$ cat src/rtl/rtc_flag_ctrl.sv
module rtc_flag_ctrl #(
  parameter int NF = 7,
  parameter int FW = 8
) (
  input  logic             clk,
  input  logic             rst_n,
  input  logic             wr_en,
  input  logic [7:0]       wdata,
  output logic [7:0]       rdata,
  input  logic             sec_carry,
  input  logic             hz64_carry,
  input  logic             hz64_rd,
  input  logic             div_rst,
  input  logic             alm_wr,
  input  logic [NF-1:0]    alm_en,
  input  logic [NF*FW-1:0] alm_val,
  input  logic [NF*FW-1:0] time_val,
  output logic             irq_carry,
  output logic             irq_alarm
);
  localparam int B_CF  = 7;
  localparam int B_CIE = 4;
  localparam int B_AIE = 3;
  localparam int B_AF  = 0;

  logic cf, af, cie, aie;
  logic armed_c, armed_a;
  logic match, match_q;
  logic [NF-1:0] fld_ok;

  for (genvar i = 0; i < NF; i++) begin : g_cmp
    assign fld_ok[i] = !alm_en[i] ||
                       (alm_val[i*FW +: FW] == time_val[i*FW +: FW]);
  end

  assign match = (|alm_en) && (&fld_ok);

  wire cf_evt = armed_c && (sec_carry || (hz64_carry && hz64_rd) ||
                            (wr_en && wdata[B_CF]));
  wire cf_clr = wr_en && !wdata[B_CF];
  wire af_evt = armed_a && match && !match_q;
  wire af_clr = wr_en && !wdata[B_AF];

  always_ff @(posedge clk) begin
    if (!rst_n) begin
      cf      <= 1'b0;
      af      <= 1'b0;
      cie     <= 1'b0;
      aie     <= 1'b0;
      armed_c <= 1'b0;
      armed_a <= 1'b0;
      match_q <= 1'b0;
    end else begin
      match_q <= match;
      if (div_rst) armed_c <= 1'b1;
      if (alm_wr)  armed_a <= 1'b1;
      if (cf_evt)      cf <= 1'b1;
      else if (cf_clr) cf <= 1'b0;
      if (af_evt)      af <= 1'b1;
      else if (af_clr) af <= 1'b0;
      if (wr_en) begin
        cie <= wdata[B_CIE];
        aie <= wdata[B_AIE];
      end
    end
  end

  assign rdata     = {cf, 2'b00, cie, aie, 2'b00, af};
  assign irq_carry = cf && cie;
  assign irq_alarm = af && aie;

  AST_CF_SEC_SET: assert property (@(posedge clk) disable iff (!rst_n)
    armed_c && sec_carry |=> cf);
  AST_CF_RD_SET: assert property (@(posedge clk) disable iff (!rst_n)
    armed_c && hz64_carry && hz64_rd |=> cf);
  AST_CF_CLR: assert property (@(posedge clk) disable iff (!rst_n)
    wr_en && !wdata[B_CF] && !sec_carry && !(hz64_carry && hz64_rd) |=> !cf);
  AST_AF_HOLD_W1: assert property (@(posedge clk) disable iff (!rst_n)
    wr_en && wdata[B_AF] && af |=> af);
  AST_CF_UNARMED: assert property (@(posedge clk) disable iff (!rst_n)
    !armed_c |-> !cf);
  AST_AF_UNARMED: assert property (@(posedge clk) disable iff (!rst_n)
    !armed_a |-> !af);
  AST_AF_NO_RESET_ON_HOLD: assert property (@(posedge clk) disable iff (!rst_n)
    match_q && match && !af |=> !af);
endmodule

$ cat config.mk
export PLATFORM = sky130hd
export DESIGN_NAME = rtc_flag_ctrl
export DESIGN_NICKNAME = d
export VERILOG_FILES = /design/src/rtl/rtc_flag_ctrl.sv
export SDC_FILE = /design/constraint.sdc
export NUM_CORES = 1
export LEC_CHECK = 0
export ABC_AREA = 1
export CAP_MARGIN = 20
export CORE_ASPECT_RATIO = 1.25
export CORE_MARGIN = 3
export CORE_UTILIZATION = 27
export DETAILED_ROUTE_END_ITERATION = 10
export PLACE_DENSITY_LB_ADDON = 0.05
export RECOVER_POWER = 50
export SLEW_MARGIN = 15
export SYNTH_ARGS = -nofsm -noshare
export SYNTH_HDL_FRONTEND = slang
export SYNTH_SLANG_ARGS = --single-unit
$ cat constraint.sdc
create_clock -name clk -period 1.1 [get_ports clk]
set_input_delay 0.165 -clock clk [delete_from_list [all_inputs] [get_ports clk]]
set_output_delay 0.165 -clock clk [all_outputs]
set_load 0.005 [all_outputs]
---- Word-level counts from Yosys, hierarchy flattened ----
Index checks and enable logic that the tools add are counted.
operators by class
  equal/unequal tests ..................... 7
  multiplexer cells ....................... 4
  reductions and logical operators ........ 33
operator list
  cell                 number
  equality test 8 bit  7
  logical AND 1 bit    10
  zero test 1 bit      10
  logical OR 1 bit     9
  AND reduction 7 bit  1
  OR reduction 7 bit   1
  two-way mux 1 bit    4
  nonzero test 2 bit   2
storage, ports and cells
  register bits ........................... 7
  input bits .............................. 135
  output and inout port bits .............. 10
  logic and storage cells ................. 51

---- Logic depth before layout (Yosys ltp) ----
Gate-level depths: netlist of run 1.
  depth after elaboration ................. 7
  gate-level depth with buffers ........... 11
  mapped depth without buffers ............ 11

---- Worst setup path before layout of run 1 ----
Ideal clock, no wire load.
  kind .................................... input-to-reg
  from .................................... input port time_val[17]
  to ...................................... register af
  library setup time ...................... 59 ps
  arrival ................................. 788 ps
  required time ........................... 1041 ps
  setup slack ............................. 253 ps
  stages .................................. 9
  buffers on the path ..................... 0
  path through ............................ xnor2_1 > nand2_1 > nor2_1 > nand2_1 > nand2_1 > nand2_1 > nor2_2 > nand3_1 > nand2_1
on the way
  longest elaborated chain between the ends .. 7
  elaborated cells between the ends (all ways) .. 8
  those cells by class .................... 1 x eq/ne; 1 x mux; 6 x reduce/logical
ends and longest elaborated chain
  item                                                            RTL line  RTL
  start, declared                                                 17        input logic [NF*FW-1:0] time_val,
  equality test 8 bit *                                           33        (alm_val[i*FW +: FW] == time_val[i*FW +: FW]);
  logical OR 1 bit *                                              32        assign fld_ok[i] = !alm_en[i] ||
  AND reduction 7 bit *                                           36        assign match = (|alm_en) && (&fld_ok);
  logical AND 1 bit *                                             36
  logical AND 1 bit * (2 in series)                               41        wire af_evt = armed_a && match && !match_q;
  two-way mux 1 bit / nonzero test 2 bit (equally long branches)  --
  end signal, assigned                                            47        af <= 1'b0;
  end signal, assigned                                            59        if (af_evt) af <= 1'b1;
  end signal, assigned                                            60        else if (af_clr) af <= 1'b0;
  end, declared                                                   26        logic cf, af, cie, aie;
Every way passes the cells marked *; elsewhere a longest branch is shown, timed or not.
A chain may end at the register's enable or synchronous reset.

---- Final worst setup path of run 1 ----
  from .................................... register cf
  to ...................................... output port irq_carry
on the way
  longest elaborated chain between the ends .. 1
ends and longest elaborated chain
  item                    RTL line  RTL
  start, declared         26
  start signal, assigned  46        cf <= 1'b0;
  start signal, assigned  57        if (cf_evt) cf <= 1'b1;
  start signal, assigned  58        else if (cf_clr) cf <= 1'b0;
  logical AND 1 bit       69        assign irq_carry = cf && cie;
  end, declared           18        output logic irq_carry,
Every way passes these cells.

==> results of run 1 <==
cell type report:
cell class | instances | area, sq um
well taps | 56 | 70.1
inverters | 33 | 124
repair buffers | 140 | 1280
flip-flops and latches | 7 | 145
fillers | 458 | 1620
clock buffers | 4 | 45.0
multi-input cells | 176 | 907
synthesized netlist by cell type, drive strengths merged:
master | instances | share of area [%]
nor2 | 27 | 8.6
nand2 | 92 | 29
a21bo | 1 | 0.83
nand3 | 1 | 0.41
nor3 | 1 | 0.41
a31oi | 1 | 0.52
xnor2 | 42 | 30
and2 | 1 | 0.52
o21ai | 3 | 1.2
dfxtp | 7 | 12
inv | 33 | 10
buf | 8 | 5.0
a21oi | 2 | 0.83
o211ai | 1 | 0.62
conb | 1 | 0.31
worst max-delay path: stages (launching register included):
cell	delay [ps]
dfxtp_2	310
nand2_1	60
inv_1	30
dlygate4sd2_1	250
through the flow:
| step | utilization [%] | total power, uW | worst slack, ps |
|---|---|---|---|
| final | 61.4 | 1310 | 61.0 |
| after global routing | 61.4 | 1430 | -15.9 |
| after CTS | 60.3 | 1330 | 9.22 |
| after detailed placement | 62.5 | 1120 | -357 |
| after global placement | 62.5 | 1110 | -336 |
| after floorplan | - | 577 | 253 |
state kept, by name, summed over array words and instances, names as in the netlist:
name / count
aie: 1
cf: 1
match_q: 1
af: 1
armed_c: 1
armed_a: 1
cie: 1
kinds of logic (layout without fill, tap and decap cells):
kind of cell	after synthesis	in the layout	synth area share, %
AO/OA/AOI/OAI	8	8	4.03
AND/OR/NAND/NOR	122	122	38.5
flip-flops	7	7	11.6
other	1	4	0.310
buffers and inverters	41	177	15.2
XOR/XNOR	42	42	30.4
where the power goes:
part | total (uW) | internal, uW | switching (uW)
clock network | 351 | 250 | 101
logic | 684 | 444 | 240
registers | 278 | 270 | 7.50
per-layer routing:
layer	GRT usage, %	vias up
li1	-	910
met1	12.5	652
met2	28.2	78
met3	5.53	0
met4	2.49	0
met5	0	-
path summary, 6_finish.rpt:
| kind | startpoint | to | slack (ps) |
|---|---|---|---|
| worst max-delay path | cf$_SDFFE_PN0P_ | irq_carry | 60 |
| worst min-delay path | rst_n | cie$_SDFFE_PN0P_ | 340 |
| worst max register to register | armed_c$_SDFFE_PN0P_ | cf$_SDFFE_PN0P_ | 400 |
| worst min register to register | armed_c$_SDFFE_PN0P_ | armed_c$_SDFFE_PN0P_ | 470 |
what timing repair did:
action,in CTS,in global routing
resized for setup,122,27
endpoints found under the hold margin,0,0
endpoints found under the setup margin,8,2
pin swaps,89,46
==> results.py, run 1 <==
metrics = {
    "outcome": {
        "outcome": "completed",
    },
    "clock_tree": {
        "cts_root_buf": "clkbuf_8",
        "clock_sinks": 7,
        "cts_setup_buffers": 0,
        "path_clk_slew_ps": 40,
        "cts_htree_levels": 1,
        "clockBufferDepth": 2,
        "cts-buffers-inserted": 3,
        "cts_tree": "done",
        "clock_latency_ps": 220,
        "hold_buffers": 0,
    },
    "critical_path": {
        "ff2ff_path_depth": 2,
        "crit_fanout": 3,
        "crit_arrival_ps": 870,
        "end_kind": "output pin",
        "critical_path_required_ps": 940,
        "critPathLaunchType": "flop",
        "crit_type": "flop to output pin",
    },
    "placement": {
        "dp_cells": 412,
        "dp_hpwl_mm": 3.64,
        "io_buffers": 136,
        "place_area_sq_mm": 0.00262,
        "place_congestion": 0.665,
    },
    "floorplan": {
        "die_y_um": 80.8,
        "row_count": 26,
        "dieArea_sq_mm": 0.00533,
        "num_io_pins": 145,
        "core_sq_mm": 0.00420,
        "die_w_um": 65.9,
        "initial_core_util_pct": 28.8,
    },
    "yosys": {
        "synth.avg_cell_area_sq_um": 5.47,
        "netlist_area_sq_mm": 0.00121,
        "synth-seq-cells": 7,
        "seq_area_frac_synth_pct": 11.6,
        "synth_cells": 221,
        "yosysWarnings": 0,
        "synthDistinctLibCells": 16,
    },
    "flow_run": {
        "drv_cap": 0,
    },
    "routing": {
        "top_layer": "met3",
        "drc": 0,
        "vias": 1640,
        "viasPerCell": 3.94,
        "wl_met2_mm": 2.12,
        "routed_wl_mm": 3.78,
        "drt_iter0_markers": 9,
        "wl_per_cell_um": 9.09,
        "wl_met1_mm": 1.20,
        "ant_nets": 0,
        "met3_wirelength_um": 471,
        "dr.pass1.iters": 3,
    },
    "layout": {
        "syn2layout_area_growth_pct": 113,
        "drive_gt1_share_pct": 4.44,
        "fin_cells": 416,
        "most-common-layout-cells": "dlygate4sd2_1 (99), nand2_1 (92), xnor2_1 (42)",
        "post-route-cell-area_sq_mm": 0.00258,
        "final_common_cell": "dlygate4sd2_1",
        "fin_nets": 496,
        "num_antenna_cells": 0,
    },
    "hold_path": {
        "min_path_type": "primary input to flop",
        "whs_path_depth": 4,
    },
    "global_route": {
        "grt_max_degree": 5,
        "grt_pass1_wl_mm": 5.89,
        "grt_pass1_vias": 1558,
        "antenna_found_initial": 0,
        "grt_overflow": 0,
        "track_usage_pct": 13.8,
    },
    "timing": {
        "hold_violations": 0,
        "fin_setup_tns_ps": 0,
        "period_share_pct": 94.5,
        "fmax_mhz": 962,
        "whs_ps": 345,
        "setup_viol": 0,
        "finClkSkew_ps": 0.0770,
        "timing.final.crit_period_ps": 1040,
        "final_max_slew_viol_count": 0,
    },
    "power_and_ir_drop": {
        "p_leak_uw": 0.00143,
        "power_density_mw_per_mm2": 509,
        "irDropWorstVdd_mv": 0.253,
    },
}
No activity file was read; power rests on OpenSTA's default activity.
==> run 2: changes to the inputs <==
- CTS_CLUSTER_DIAMETER: not set -> 100
==> results of run 2 <==
Same layout as run 1: the final DEF is identical, and so are final timing and power.
==> run 3: changes to the inputs <==
- ABC_CLOCK_PERIOD_IN_PS: not set -> 1100
- CAP_MARGIN: 20 -> not set
- SKIP_LAST_GASP: not set -> 1
==> results of run 3 <==
Same layout as run 1: the final DEF is identical, and so are final timing and power.
